==> src/rtl/tc_pkg.sv <==
package tc_pkg;

  localparam int INSN_W = 8;
  localparam int WORD_W = 8;
  localparam int REG_N  = 8;
  localparam int RSEL_W = $clog2(REG_N);

  typedef enum logic [1:0] {ST_FETCH, ST_DECODE, ST_EXEC} tc_state_e;

  typedef enum logic [1:0] {OP_ADD = 2'b00, OP_SUB = 2'b01, OP_XOR = 2'b10, OP_CTL = 2'b11} tc_op_e;

  // condition selected by a relative jump
  typedef enum logic [1:0] {CND_ALWAYS = 2'b00, CND_CARRY = 2'b01, CND_ZERO = 2'b10, CND_NEVER = 2'b11} tc_cond_e;

  typedef struct packed {
    tc_op_e            op;
    logic [RSEL_W-1:0] dst;
    logic [RSEL_W-1:0] src;
    logic              is_alu;
    logic              is_jrel;
    logic              is_jreg;
    logic              back;
    tc_cond_e          cond;
  } tc_insn_t;

  typedef struct packed {
    logic [WORD_W-1:0] res;
    logic              c;
    logic              z;
  } tc_alu_t;

  // one extra bit carries the carry-out or the borrow
  function automatic tc_alu_t alu_eval(tc_op_e op, logic [WORD_W-1:0] a, logic [WORD_W-1:0] b);
    tc_alu_t         r;
    logic [WORD_W:0] w;
    case (op)
      OP_ADD:  w = {1'b0, a} + {1'b0, b};
      OP_SUB:  w = {1'b0, a} - {1'b0, b};
      default: w = {1'b0, a ^ b};
    endcase
    r.res = w[WORD_W-1:0];
    r.c   = w[WORD_W];
    r.z   = (w[WORD_W-1:0] == '0);
    return r;
  endfunction

endpackage

==> src/rtl/tc_decode.sv <==
module tc_decode
  import tc_pkg::*;
(
  input  logic [INSN_W-1:0] ir,
  output tc_insn_t          insn
);
  logic [2:0] ext;

  always_comb begin
    ext          = ir[5:3];
    insn.op      = tc_op_e'(ir[7:6]);
    insn.dst     = ir[5:3];
    insn.src     = ir[2:0];
    insn.is_alu  = (ir[7:6] != 2'b11);
    insn.is_jrel = (ir[7:6] == 2'b11) && (ext[2:1] != 2'b11);
    insn.is_jreg = (ir[7:6] == 2'b11) && (ext == 3'b110);
    insn.back    = ext[0];
    insn.cond    = insn.is_jrel ? tc_cond_e'(ext[2:1]) : CND_NEVER;
  end
endmodule

==> src/rtl/tc_regfile.sv <==
module tc_regfile
  import tc_pkg::*;
#(
  parameter logic [WORD_W*REG_N-1:0] REG_RESET = '0
) (
  input  logic              clk,
  input  logic              rst,
  input  logic              wr_en,
  input  logic [RSEL_W-1:0] wr_sel,
  input  logic [WORD_W-1:0] wr_data,
  input  logic [RSEL_W-1:0] rd_sel_a,
  input  logic [RSEL_W-1:0] rd_sel_b,
  output logic [WORD_W-1:0] rd_a,
  output logic [WORD_W-1:0] rd_b
);
  logic [WORD_W-1:0] regs [REG_N];

  for (genvar g = 0; g < REG_N; g++) begin : g_reg
    always_ff @(posedge clk) begin
      if (rst)
        regs[g] <= REG_RESET[g*WORD_W +: WORD_W];
      else if (wr_en && (wr_sel == RSEL_W'(g)))
        regs[g] <= wr_data;
    end
  end

  assign rd_a = regs[rd_sel_a];
  assign rd_b = regs[rd_sel_b];
endmodule

==> src/rtl/tc_alu.sv <==
module tc_alu
  import tc_pkg::*;
(
  input  logic              clk,
  input  logic              rst,
  input  logic              upd,
  input  tc_op_e            op,
  input  logic [WORD_W-1:0] a,
  input  logic [WORD_W-1:0] b,
  output logic [WORD_W-1:0] res,
  output logic              flag_c,
  output logic              flag_z
);
  tc_alu_t r;

  always_comb r = alu_eval(op, a, b);
  assign res = r.res;

  always_ff @(posedge clk) begin
    if (rst) begin
      flag_c <= 1'b0;
      flag_z <= 1'b0;
    end else if (upd) begin
      flag_c <= r.c;
      flag_z <= r.z;
    end
  end
endmodule

==> src/rtl/tc_seq.sv <==
module tc_seq
  import tc_pkg::*;
#(
  parameter int ADDR_W = 16
) (
  input  logic              clk,
  input  logic              rst,
  input  logic              mem_rdy,
  input  logic [INSN_W-1:0] mem_data,
  input  logic              take,
  input  logic              to_reg,
  input  logic              back,
  input  logic [2:0]        offset,
  input  logic [WORD_W-1:0] reg_val,
  output logic [ADDR_W-1:0] ip,
  output logic              strobe,
  output logic [INSN_W-1:0] ir,
  output logic              in_exec,
  output logic              fetch_done
);
  tc_state_e         st;
  logic [ADDR_W-1:0] target;

  function automatic logic [ADDR_W-1:0] rel_step(logic [ADDR_W-1:0] base, logic [2:0] off, logic dir_back);
    logic [ADDR_W-1:0] d;
    d = ADDR_W'(off);
    return dir_back ? base - d : base + d;
  endfunction

  always_comb begin
    if (to_reg) target = {{(ADDR_W-WORD_W){1'b0}}, reg_val};
    else        target = rel_step(ip, offset, back);
  end

  assign strobe     = (st == ST_FETCH);
  assign in_exec    = (st == ST_EXEC);
  assign fetch_done = strobe && mem_rdy;

  always_ff @(posedge clk) begin
    if (rst) begin
      st <= ST_FETCH;
      ip <= '0;
      ir <= '0;
    end else begin
      case (st)
        ST_FETCH: if (mem_rdy) begin
          ir <= mem_data;
          st <= ST_DECODE;
        end
        ST_DECODE: begin
          ip <= ip + 1'b1;
          st <= ST_EXEC;
        end
        ST_EXEC: begin
          if (take) ip <= target;
          st <= ST_FETCH;
        end
        default: st <= ST_FETCH;
      endcase
    end
  end
endmodule

==> src/rtl/tiny_core.sv <==
module tiny_core
  import tc_pkg::*;
#(
  parameter int                      ADDR_W    = 16,
  parameter logic [WORD_W*REG_N-1:0] REG_RESET = '0
) (
  input  logic              clk,
  input  logic              rst,
  output logic [ADDR_W-1:0] bus_addr,
  input  logic [7:0]        bus_rdata,
  output logic              bus_rd,
  input  logic              bus_rdy
);
  logic [INSN_W-1:0] ir;
  tc_insn_t          insn;
  logic [WORD_W-1:0] val_a, val_b, alu_res;
  logic              flag_c, flag_z;
  logic              in_exec, fetch_done;
  logic              cond_met, take;
  logic              exec_alu, exec_xor, exec_jump;

  tc_decode u_dec (.ir(ir), .insn(insn));

  always_comb begin
    case (insn.cond)
      CND_ALWAYS: cond_met = 1'b1;
      CND_CARRY:  cond_met = flag_c;
      CND_ZERO:   cond_met = flag_z;
      default:    cond_met = 1'b0;
    endcase
  end

  assign take      = insn.is_jreg || (insn.is_jrel && cond_met);
  assign exec_alu  = in_exec && insn.is_alu;
  assign exec_xor  = exec_alu && (insn.op == OP_XOR);
  assign exec_jump = in_exec && !insn.is_alu;

  tc_regfile #(.REG_RESET(REG_RESET)) u_rf (
    .clk(clk), .rst(rst),
    .wr_en(exec_alu), .wr_sel(insn.dst), .wr_data(alu_res),
    .rd_sel_a(insn.dst), .rd_sel_b(insn.src),
    .rd_a(val_a), .rd_b(val_b)
  );

  tc_alu u_alu (
    .clk(clk), .rst(rst), .upd(exec_alu), .op(insn.op),
    .a(val_a), .b(val_b), .res(alu_res),
    .flag_c(flag_c), .flag_z(flag_z)
  );

  tc_seq #(.ADDR_W(ADDR_W)) u_seq (
    .clk(clk), .rst(rst), .mem_rdy(bus_rdy), .mem_data(bus_rdata),
    .take(take), .to_reg(insn.is_jreg), .back(insn.back),
    .offset(insn.src), .reg_val(val_b),
    .ip(bus_addr), .strobe(bus_rd), .ir(ir),
    .in_exec(in_exec), .fetch_done(fetch_done)
  );
endmodule

==> config.mk <==
export PLATFORM = sky130hd
export DESIGN_NAME = tiny_core
export DESIGN_NICKNAME = d
export VERILOG_FILES = /design/src/rtl/tc_pkg.sv /design/src/rtl/tc_decode.sv /design/src/rtl/tc_regfile.sv /design/src/rtl/tc_alu.sv /design/src/rtl/tc_seq.sv /design/src/rtl/tiny_core.sv
export SDC_FILE = /design/constraint.sdc
export NUM_CORES = 1
export LEC_CHECK = 0
export ABC_AREA = 1
export ABC_CLOCK_PERIOD_IN_PS = 8600
export BUFFER_PORTS_ARGS = -buffer_cell sky130_fd_sc_hd__buf_4
export CORE_MARGIN = 1.5
export CORE_UTILIZATION = 55
export CTS_CLUSTER_SIZE = 20
export DETAILED_ROUTE_END_ITERATION = 16
export GPL_TIMING_DRIVEN = 0
export HOLD_SLACK_MARGIN = 0.02
export PLACE_DENSITY = 0.72
export SETUP_SLACK_MARGIN = 0.05
export SLEW_MARGIN = 20
export SYNTH_ARGS = -nofsm -noshare
export SYNTH_HDL_FRONTEND = slang
export SYNTH_SLANG_ARGS = --single-unit
==> constraint.sdc <==
create_clock -name clk -period 8.6 [get_ports clk]
set_input_delay 1.72 -clock clk [delete_from_list [all_inputs] [get_ports clk]]
set_output_delay 1.72 -clock clk [all_outputs]
set_load 0.02 [all_outputs]
==> metrics.txt, run 1 <==
status=finished clean; setup_tns=0 ns; largest net degree at the start of global routing=17; number of global-route vias before repair=6246; register area share after synthesis=0.362; DRT Pass-1 Iters=6; final WL=21900 um; std cell rows=41; Slew Viols, Final=0; H-tree depth=3; Crit Path Category=register to register; R2R Setup Slk=4.81 ns; TritonCTS clock tree=built; max_cap viols=0; DIE AREA=13800 um2; relative slew slack=0.436; async set or reset register ratio after synthesis=0; Remaining DRCs=0; root buffer cell=clkbuf_16; GR peak layer=met1; CTS sink count=98; Syn Nets=1070; Netlist cell types=46; Layout Nets=1108; CP Capture Type=register; placed insts=1229; min-delay worst type=register to register; GRT Resource Usage Total=0.320; fillers=1239; part of the cycle the worst path needs=0.440; Placer Congestion=0.986; routing usage on met2=0.442; drt initial violations=886; measured slew at the worst slew-check pin=0.841 ns; # hold bufs at CTS=0; DPL Wire Length=16900 um; cts bufs inserted=9; Most used DFF post-synth=edfxtp_1; RSZ-0062 raised after global routing=false; yosys warns=0; crit path cell chain=buf_6 -> buf_2 -> o21ai_0 -> nand2_1 -> nand2_1 -> o21ai_2 -> inv_1 -> ha_1 -> nand2_1 -> o21ai_1 -> nand2_1 -> xor2_1 -> ha_1 -> a21o_1 -> nor2_1 -> nand2_1 -> nand2_1 -> nand3_1 -> nand2_1 -> clkinv_1 -> nand2_1 -> nor2_1 -> nand2_1 -> a21oi_2; met3 usage=0.0832; Pwr per Cell Area=200 nW/um2; die height=117 um; Starting Density=0.567; Final Hold Vio Count=0; syn avg cell area=6.98 um2; EDFF count, synth=64; final setup vio count=0; crit-path max FO=10; clock tree buffer depth=2; Peak Freq=264 MHz; postcts setup bufs=0; worst vdd ir=0.197 mV; initial antenna violation count=0; post-cts resize count=0; IO Port Bufs=27; core box area=12700 um2; hold_ws=0.485 ns; DR vias=7099; Die X-Extent=117 um; CTS clk-pin slew, worst paths=0.07 ns; Worst EP arrival=4.04 ns; Worst-Skew Late Latency=0.36 ns; Pleak=3.69 nW; post-route ant nets=0; Area growth syn-to-layout=9.70%; Worst path max stage delay=0.36 ns; final core utilization=0.622; I/O Pins=28; fin crit period=3.79 ns; vias per cell=5.70; Startpoint Class=register; n_diodes=0; ratio of cells with drive above 1 in the final layout=0.115; Layout Cells excl Fill=1245; Remaining Overflow, GRT=0; Syn Inst Count=1030; met1 usage=0.477; FF+latch count, synth=98; Avg WL per Cell=17.6 um; CP most frequent cell=nand2_1; Required @ worst endpoint=8.85 ns; clk_skew=0.00908 ns; critical path's slowest cell=clkinv_1; global-route wire length before repair=33900 um; post-synthesis cell area=7190 um2
synthesized netlist by cell type (11+ instances only):
master / count / area, um2
nand2_1: 321 / 1200
nand3_1: 121 / 606
nor2_1: 107 / 402
inv_1: 105 / 394
edfxtp_1: 64 / 1920
a21oi_1: 50 / 250
o21ai_0: 48 / 240
dfxtp_1: 34 / 681
ha_1: 27 / 338
nand3_2: 14 / 140
nand2_2: 13 / 81.3
xor2_1: 13 / 114
buf_4: 11 / 82.6
critical path, delay by kind of cell (launching register included):
family | cells | cell delay, ns
AO/OA/AOI/OAI | 5 | 0.81
flip-flops | 1 | 0.31
adder cells (fa/ha/maj) | 2 | 0.51
XOR/XNOR | 1 | 0.15
AND/OR/NAND/NOR | 12 | 1.08
buffers and inverters | 4 | 0.80
through the flow:
stage | setup WS (ns) | instance area [um2] | power [W]
3_3_place_gp | 4.88 | 7610 | 0.00119
4_1_cts | 4.88 | 7890 | 0.00156
3_5_place_dp | 4.85 | 7610 | 0.00119
5_1_grt | 4.55 | 7890 | 0.00166
2_1_floorplan | 5.67 | 7190 | 0.000994
6_report | 4.81 | 7890 | 0.00158
worst paths after layout:
path / end / cells after the start / startpoint
worst max-delay path: u_alu.flag_z / 24 / register
worst min-delay path: u_alu.flag_z / 2 / u_alu.flag_z
worst max register to register: u_alu.flag_z / 24 / register
worst min register to register: u_alu.flag_z / 2 / u_alu.flag_z
state kept, by name, summed over array words and instances, names as in the netlist, named ones only:
| signal | count |
|---|---|
| u_alu.flag_c | 1 |
| u_alu.flag_z | 1 |
| u_seq.ir | 8 |
| u_rf.regs | 64 |
| u_seq.st | 2 |
| u_seq.ip | 16 |
cells in the final DEF (no fill, tap or decap), types with 4 or more instances in the layout:
cell type  netlist  routed
inv_1          105     105
nand2_4          4       4
a31oi_1          8       8
o21ai_0         48      48
nand3_1        121     121
clkbuf_1         9      11
xor2_1          13      13
nand2_1        321     321
ha_1            27      27
or2_2            9       9
nand2_2         13      13
inv_2            5       5
a21oi_1         50      50
buf_6            5       5
nor2_1         107     107
buf_4           11      38
edfxtp_1        64      64
nand3_2         14      14
nor3_1           4       4
buf_2            7       7
clkbuf_16        0       9
xnor2_1          4       4
o211ai_1         8       8
o21ai_1          4       4
dfxtp_1         34      34
per-layer routing:
layer	share of wire	routed length, um
met3	0.11	2500
met5	0	0
met4	0.030	654
met1	0.45	9850
met2	0.41	8890
power breakdown:
part	internal (W)	switching [W]
sequential	0.000524	0.0000175
clock	0.000198	0.000179
combinational	0.000196	0.000464
final cells by class:
class	instances	area (um2)	share of cell area
plain buffers	37	250	0.0317
clock buffers	11	233	0.0295
clock inverters	5	41.3	0.00524
inverters	114	433	0.0549
multi-input cells	781	3910	0.496
flip-flops and latches	98	2600	0.330
well taps	172	215	0.0273
repair buffers	27	203	0.0257
cells by family (layout without fill, tap and decap cells):
family	Yosys count	after routing	share of synthesized area
DFF	98	98	0.362
adders and majority gates	29	29	0.0526
xor gates and xnor gates	17	17	0.0207
buffers and inverters	151	194	0.0950
and+or+nand+nor	603	603	0.368
AOI/OAI and AO/OA	132	132	0.102
Note: power is estimated with default switching activity, not from simulation.
==> run 2, diff against run 1 <==
--- a/config.mk
+++ b/config.mk
@@ -6,7 +6,7 @@
 export NUM_CORES = 1
 export LEC_CHECK = 0
 export ABC_AREA = 1
-export ABC_CLOCK_PERIOD_IN_PS = 8600
+export ABC_CLOCK_PERIOD_IN_PS = 3950
 export BUFFER_PORTS_ARGS = -buffer_cell sky130_fd_sc_hd__buf_4
 export CORE_MARGIN = 1.5
 export CORE_UTILIZATION = 55
==> constraint.sdc (replaced) <==
create_clock -name clk -period 3.95 [get_ports clk]
set_input_delay 0.79 -clock clk [delete_from_list [all_inputs] [get_ports clk]]
set_output_delay 0.79 -clock clk [all_outputs]
set_load 0.02 [all_outputs]
==> run 2 against run 1 <==
  * Critical path type unchanged
  * Worst setup slack got worse by 4.4 ns
  * Clock power increased by 120%
  * Non-clock buffer count increased by 1
  * Largest cell class unchanged
  * Clock skew about the same
  * Die area unchanged
  * Final cell count about the same
  * Combinational power increased by 120%
  * Sequential share of layout area decreased by 0.099 points
  * First-iteration DRC count unchanged
==> metrics.txt, run 2 (same netlist as run 1, synthesis figures left out) <==
status=finished clean (unchanged); P_int=0.00202 W (was 0.000918 W); logic gate share of total power=0.424 (was 0.418); global-route wire length before repair=33900 um (unchanged); Reg with most FFs=u_rf.regs (unchanged); most common cell after layout, fill and taps aside=nand2_1 (unchanged); CTS sink count=98 (unchanged); final setup vio count=0 (unchanged); crit-path max FO=10 (unchanged); Worst-Skew Late Latency=0.36 ns (about the same); Worst EP arrival=3.74 ns (was 4.04 ns); DR vias=7130 (was 7099); vias per cell=5.72 (was 5.70); top flop regs=u_rf.regs x64, u_seq.ip x16, u_seq.ir x8 (unchanged); I/O Pins=28 (unchanged); max_cap viols=0 (unchanged); clock tree buffer depth=2 (unchanged); GRT Resource Usage Total=0.320 (unchanged); Layout Cells excl Fill=1246 (was 1245); Pleak=3.69 nW (about the same); Design Power=0.00348 W (was 0.00158 W); Die X-Extent=117 um (unchanged); core box area=12700 um2 (unchanged); initial antenna violation count=0 (unchanged); relative slew slack=0.436 (about the same); worst vdd ir=0.430 mV (was 0.197 mV); final core utilization=0.624 (was 0.622); clk_skew=0.00884 ns (was 0.00908 ns); Starting Density=0.567 (unchanged); H-tree depth=3 (unchanged); clock power share=0.237 (was 0.239); number of global-route vias before repair=6246 (unchanged); Sequential Power Share=0.339 (was 0.343); drt initial violations=886 (unchanged); Pwr per Cell Area=440 nW/um2 (was 200 nW/um2); DRT Pass-1 Iters=8 (was 6); fillers=1237 (was 1239); DIE AREA=13800 um2 (unchanged); Required @ worst endpoint=4.16 ns (was 8.85 ns); # hold bufs at CTS=0 (unchanged); Area growth syn-to-layout=10.0% (was 9.70%); Startpoint Class=register (unchanged); TritonCTS clock tree=built (unchanged); CTS clk-pin slew, worst paths=0.07 ns (about the same); CP Capture Type=register (unchanged); Placer Congestion=0.986 (unchanged); DPL Wire Length=16900 um (unchanged); std cell rows=41 (unchanged); switching share of power=0.418 (was 0.419); Largest register FFs=64 (unchanged); Peak Freq=284 MHz (was 264 MHz); Remaining Overflow, GRT=0 (unchanged); NetSw=0.00145 W (was 0.000661 W); measured slew at the worst slew-check pin=0.841 ns (about the same); cts bufs inserted=9 (unchanged); die height=117 um (unchanged); IO Port Bufs=27 (unchanged); n_diodes=0 (unchanged); Crit Path Category=register to register (unchanged); Remaining DRCs=0 (unchanged); part of the cycle the worst path needs=0.893 (was 0.440); Avg WL per Cell=17.7 um (was 17.6 um); min-delay worst type=register to register (unchanged); Layout Nets=1109 (was 1108); root buffer cell=clkbuf_16 (unchanged); hold_ws=0.479 ns (was 0.485 ns); largest net degree at the start of global routing=17 (unchanged); post-route ant nets=0 (unchanged); final WL=22000 um (was 21900 um); most frequent cells in the layout=nand2_1 (321), nand3_1 (121), nor2_1 (107), inv_1 (105), edfxtp_1 (64) (unchanged); R2R Setup Slk=0.42 ns (was 4.81 ns); RSZ-0062 raised after global routing=false (unchanged); ratio of cells with drive above 1 in the final layout=0.116 (was 0.115); Final Hold Vio Count=0 (unchanged); placed insts=1229 (unchanged); setup_tns=0 ns (unchanged); Slew Viols, Final=0 (unchanged); fin crit period=3.53 ns (was 3.79 ns)
==> run 2: cell types whose count changed in the layout (fill, tap and decap cells not counted), sizes merged <==
| cell | previous run | this run |
|---|---|---|
| buf | 54 | 55 |
| clkinvlp | 2 | 3 |
| clkinv | 5 | 4 |
==> run 2: stage by stage <==
stage                     cell area (um2)  worst slack (ns)
final                                7910             0.424
after global routing                 7910             0.135
after CTS                            7890             0.234
after detailed placement             7610             0.257
after global placement               7610             0.278
after floorplan                      7190              1.02
==> run 2: final timing paths <==
check / from / to / cells past startpoint
worst max-delay path: register / u_rf.regs[3][7] / 22
worst min-delay path: u_alu.flag_z / u_alu.flag_z / 2
worst max register to register: register / u_rf.regs[3][7] / 22
worst min register to register: u_alu.flag_z / u_alu.flag_z / 2
==> run 2: timing repair <==
| action | in CTS | in global routing |
|---|---|---|
| endpoints found under the setup margin | 0 | 9 |
| resized for setup | 0 | 1 |
| setup buffers | 0 | 1 |
==> run 2: per-layer routing <==
layer | global-route usage | wire length [um] | up-vias | share of wire
met1 | 0.477 | 10100 | 3279 | 0.46
met3 | 0.0832 | 2450 | 56 | 0.11
met5 | 0 | 0 | - | 0
li1 | - | - | 3438 | -
met2 | 0.442 | 8770 | 357 | 0.40
met4 | 0.117 | 726 | 0 | 0.033
==> run 2: power by group through the flow <==
| stage | sequential, W | combinational, W | clock (W) |
|---|---|---|---|
| 2_1_floorplan | 0.00120 | 0.000962 | 0 |
| 3_3_place_gp | 0.00120 | 0.00138 | 0 |
| 3_5_place_dp | 0.00120 | 0.00140 | 0 |
| 4_1_cts | 0.00118 | 0.00141 | 0.000821 |
| 5_1_grt | 0.00118 | 0.00161 | 0.000859 |
| 6_report | 0.00118 | 0.00147 | 0.000824 |
==> run 2: cell type report <==
class                      instances  area, um2  share of cell area
clock buffer                      11        233              0.0294
clock inverter                     5       41.3             0.00522
inverter                         114        437              0.0552
buffer                            37        250              0.0316
tap                              172        215              0.0272
sequential                        98       2600               0.329
timing repair buffer              28        223              0.0282
multi-input combinational        781       3910               0.494
==> run 2: worst max-delay path: stages (launching register included) <==
cell	delay, ns
dfxtp_1	0.31
buf_6	0.14
buf_2	0.20
o21ai_0	0.20
nand2_1	0.10
nand2_1	0.08
o21ai_2	0.11
inv_1	0.10
ha_1	0.17
nand2_1	0.07
o21ai_1	0.24
nand2_1	0.10
xor2_1	0.15
ha_1	0.34
a21o_1	0.21
nor2_1	0.13
nand2_1	0.06
nand2_1	0.05
nand3_1	0.11
nand2_1	0.14
clkinvlp_4	0.12
buf_12	0.16
nor2_1	0.08
==> run 3, diff against run 2 <==
--- a/config.mk
+++ b/config.mk
@@ -9,12 +9,11 @@
 export ABC_CLOCK_PERIOD_IN_PS = 3950
 export BUFFER_PORTS_ARGS = -buffer_cell sky130_fd_sc_hd__buf_4
 export CORE_MARGIN = 1.5
-export CORE_UTILIZATION = 55
+export CORE_UTILIZATION = 45
 export CTS_CLUSTER_SIZE = 20
 export DETAILED_ROUTE_END_ITERATION = 16
 export GPL_TIMING_DRIVEN = 0
-export HOLD_SLACK_MARGIN = 0.02
-export PLACE_DENSITY = 0.72
+export HOLD_SLACK_MARGIN = 0.1
 export SETUP_SLACK_MARGIN = 0.05
 export SLEW_MARGIN = 20
 export SYNTH_ARGS = -nofsm -noshare
==> run 3 against run 2 <==
  * Sequential share of layout area is 0.38 points lower
  * Register-to-register slack gained 0.04 ns
  * Sequential power barely moved
  * Critical endpoint is now u_rf.regs[1][7]
  * Die area is 22% higher
  * Critical path depth is 1 higher
  * Clock skew down 0.0011 ns
  * Core utilization decreased by 12 points
  * Largest cell class unchanged
  * Critical path type unchanged
  * Combinational power hardly changed
==> metrics.txt, run 3 (same netlist as run 1, synthesis figures left out) <==
status=finished clean (unchanged); top layer in use=met4 (unchanged); most frequent cells in the layout=nand2_1 (321), nand3_1 (121), nor2_1 (107), inv_1 (104), edfxtp_1 (64) (was nand2_1 (321), nand3_1 (121), nor2_1 (107), inv_1 (105), edfxtp_1 (64)); setup_tns=0 ns (unchanged); IO Port Bufs=27 (unchanged); crit path cell chain=clkbuf_2 -> clkinvlp_4 -> buf_2 -> nand2_1 -> o21ai_2 -> inv_1 -> ha_1 -> nand2_1 -> o21ai_2 -> xor2_1 -> ha_1 -> nand2_1 -> nand2_1 -> inv_1 -> nor2_1 -> nor2_1 -> nand2_1 -> nand2_1 -> nand3_1 -> nand2_1 -> clkinvlp_4 -> buf_12 -> nor2_1 (was buf_6 -> buf_2 -> o21ai_0 -> nand2_1 -> nand2_1 -> o21ai_2 -> inv_1 -> ha_1 -> nand2_1 -> o21ai_1 -> nand2_1 -> xor2_1 -> ha_1 -> a21o_1 -> nor2_1 -> nand2_1 -> nand2_1 -> nand3_1 -> nand2_1 -> clkinvlp_4 -> buf_12 -> nor2_1); TritonCTS clock tree=built (unchanged); CTS sink count=98 (unchanged); Area growth syn-to-layout=11.3% (was 10.0%); Post-Place Worst Slack=0.174 ns (was 0.257 ns); I/O Pins=28 (unchanged); Worst path max stage delay=0.34 ns (about the same); core box area=15800 um2 (was 12700 um2); die height=129 um (was 117 um); met2 wire len=9910 um (was 8770 um); fin crit period=3.48 ns (was 3.53 ns); largest net degree at the start of global routing=18 (was 17); Die X-Extent=129 um (was 117 um); Remaining Overflow, GRT=0 (unchanged); Pwr per Cell Area=443 nW/um2 (was 440 nW/um2); Layout Nets=1111 (was 1109); worst vdd ir=0.274 mV (was 0.430 mV); DPL Wire Length=17700 um (was 16900 um); DIE AREA=16700 um2 (was 13800 um2); Startpoint Class=register (unchanged); global-route wire length before repair=35800 um (was 33900 um); ratio of cells with drive above 1 in the final layout=0.121 (was 0.116); std cell rows=46 (was 41); min-delay worst type=register to register (unchanged); Worst-Skew Late Latency=0.36 ns (about the same); Crit Path Category=register to register (unchanged); Design Power=0.00355 W (was 0.00348 W); CP most frequent cell=nand2_1 (unchanged); Slew Viols, Final=0 (unchanged); Worst EP arrival=3.69 ns (was 3.74 ns); critical path's slowest cell=ha_1 (unchanged); Starting Density=0.456 (was 0.567); Layout Cells excl Fill=1292 (was 1246); final core utilization=0.507 (was 0.624); initial antenna violation count=0 (unchanged); Avg WL per Cell=17.9 um (was 17.7 um); Reg with most FFs=u_rf.regs (unchanged); root buffer cell=clkbuf_16 (unchanged); relative slew slack=0.458 (was 0.436); n_diodes=0 (unchanged); Placer Congestion=0.973 (was 0.986); part of the cycle the worst path needs=0.881 (was 0.893); measured slew at the worst slew-check pin=0.809 ns (was 0.841 ns); final WL=23100 um (was 22000 um); DRT Pass-1 Iters=5 (was 8); Peak Freq=287 MHz (was 284 MHz); clk_skew=0.00774 ns (was 0.00884 ns); M1 WL=10900 um (was 10100 um); H-tree depth=3 (unchanged); vias per cell=5.40 (was 5.72); clock tree buffer depth=2 (unchanged); Largest register FFs=64 (unchanged); Pleak=3.72 nW (was 3.69 nW); RSZ-0062 raised after global routing=false (unchanged); cts bufs inserted=9 (unchanged); placed insts=1273 (was 1229); R2R Setup Slk=0.47 ns (was 0.42 ns); final setup vio count=0 (unchanged); number of global-route vias before repair=6282 (was 6246); Final Hold Vio Count=0 (unchanged); GRT Resource Usage Total=0.289 (was 0.320); worst setup margin=0.468 ns (was 0.424 ns); most common cell after layout, fill and taps aside=nand2_1 (unchanged); post-route ant nets=0 (unchanged); Required @ worst endpoint=4.16 ns (about the same); top flop regs=u_rf.regs x64, u_seq.ip x16, u_seq.ir x8 (unchanged); drt initial violations=714 (was 886); crit-path max FO=10 (unchanged); CTS clk-pin slew, worst paths=0.07 ns (about the same); DR vias=6983 (was 7130); CP Capture Type=register (unchanged); # hold bufs at CTS=0 (unchanged); max_cap viols=0 (unchanged); met3 WL post-DR=1970 um (was 2450 um); Remaining DRCs=0 (unchanged)
==> run 3: power by group <==
part / internal [W] / switching [W]
Combinational: 0.000455 / 0.00103
Clock: 0.000469 / 0.000413
Sequential: 0.00114 / 0.0000379
Total: 0.00206 / 0.00148
==> run 3: what timing repair did <==
item / in CTS / in global routing
endpoints found under the hold margin: 0 / 0
setup endpoints to repair: 0 / 9
gates resized for setup: 0 / 3
setup buffers: 0 / 3
==> run 3: final cells by class <==
cell class                      count  area (um2)
Buffer                             37         250
Clock buffer                       11         254
Clock inverter                      5        35.0
Fill cell                        1622        7770
Inverter                          114         440
Multi-Input combinational cell    781        3910
Sequential cell                    98        2600
Tap cell                          216         270
Timing Repair Buffer               30         238
==> run 3: worst paths after layout <==
kind / from / to / cells past startpoint
hold reg to reg: u_alu.flag_z / u_alu.flag_z / 2
setup reg to reg: register / u_rf.regs[1][7] / 23
setup / recovery: register / u_rf.regs[1][7] / 23
hold / removal: u_alu.flag_z / u_alu.flag_z / 2
==> run 3: stage by stage <==
stage | hold slack, ns | instance area (um2)
2_1_floorplan | 0.439 | 7190
3_3_place_gp | 0.468 | 7660
3_5_place_dp | 0.470 | 7670
4_1_cts | 0.485 | 7960
5_1_grt | 0.509 | 8000
6_report | 0.485 | 8000
==> run 3: worst max-delay path, delay by kind of cell (launching register included) <==
family	cells	cell delay [ns]
buffers and inverters	7	1.06
and+or+nand+nor	11	0.94
adders and majority gates	2	0.51
DFF	1	0.33
AOI/OAI and AO/OA	2	0.28
xor gates and xnor gates	1	0.20
==> run 3: layer usage <==
layer,vias up,track usage
met1,3219,0.434
li1,3450,-
met2,287,0.430
met4,0,0.0687
met5,-,0
met3,27,0.0508
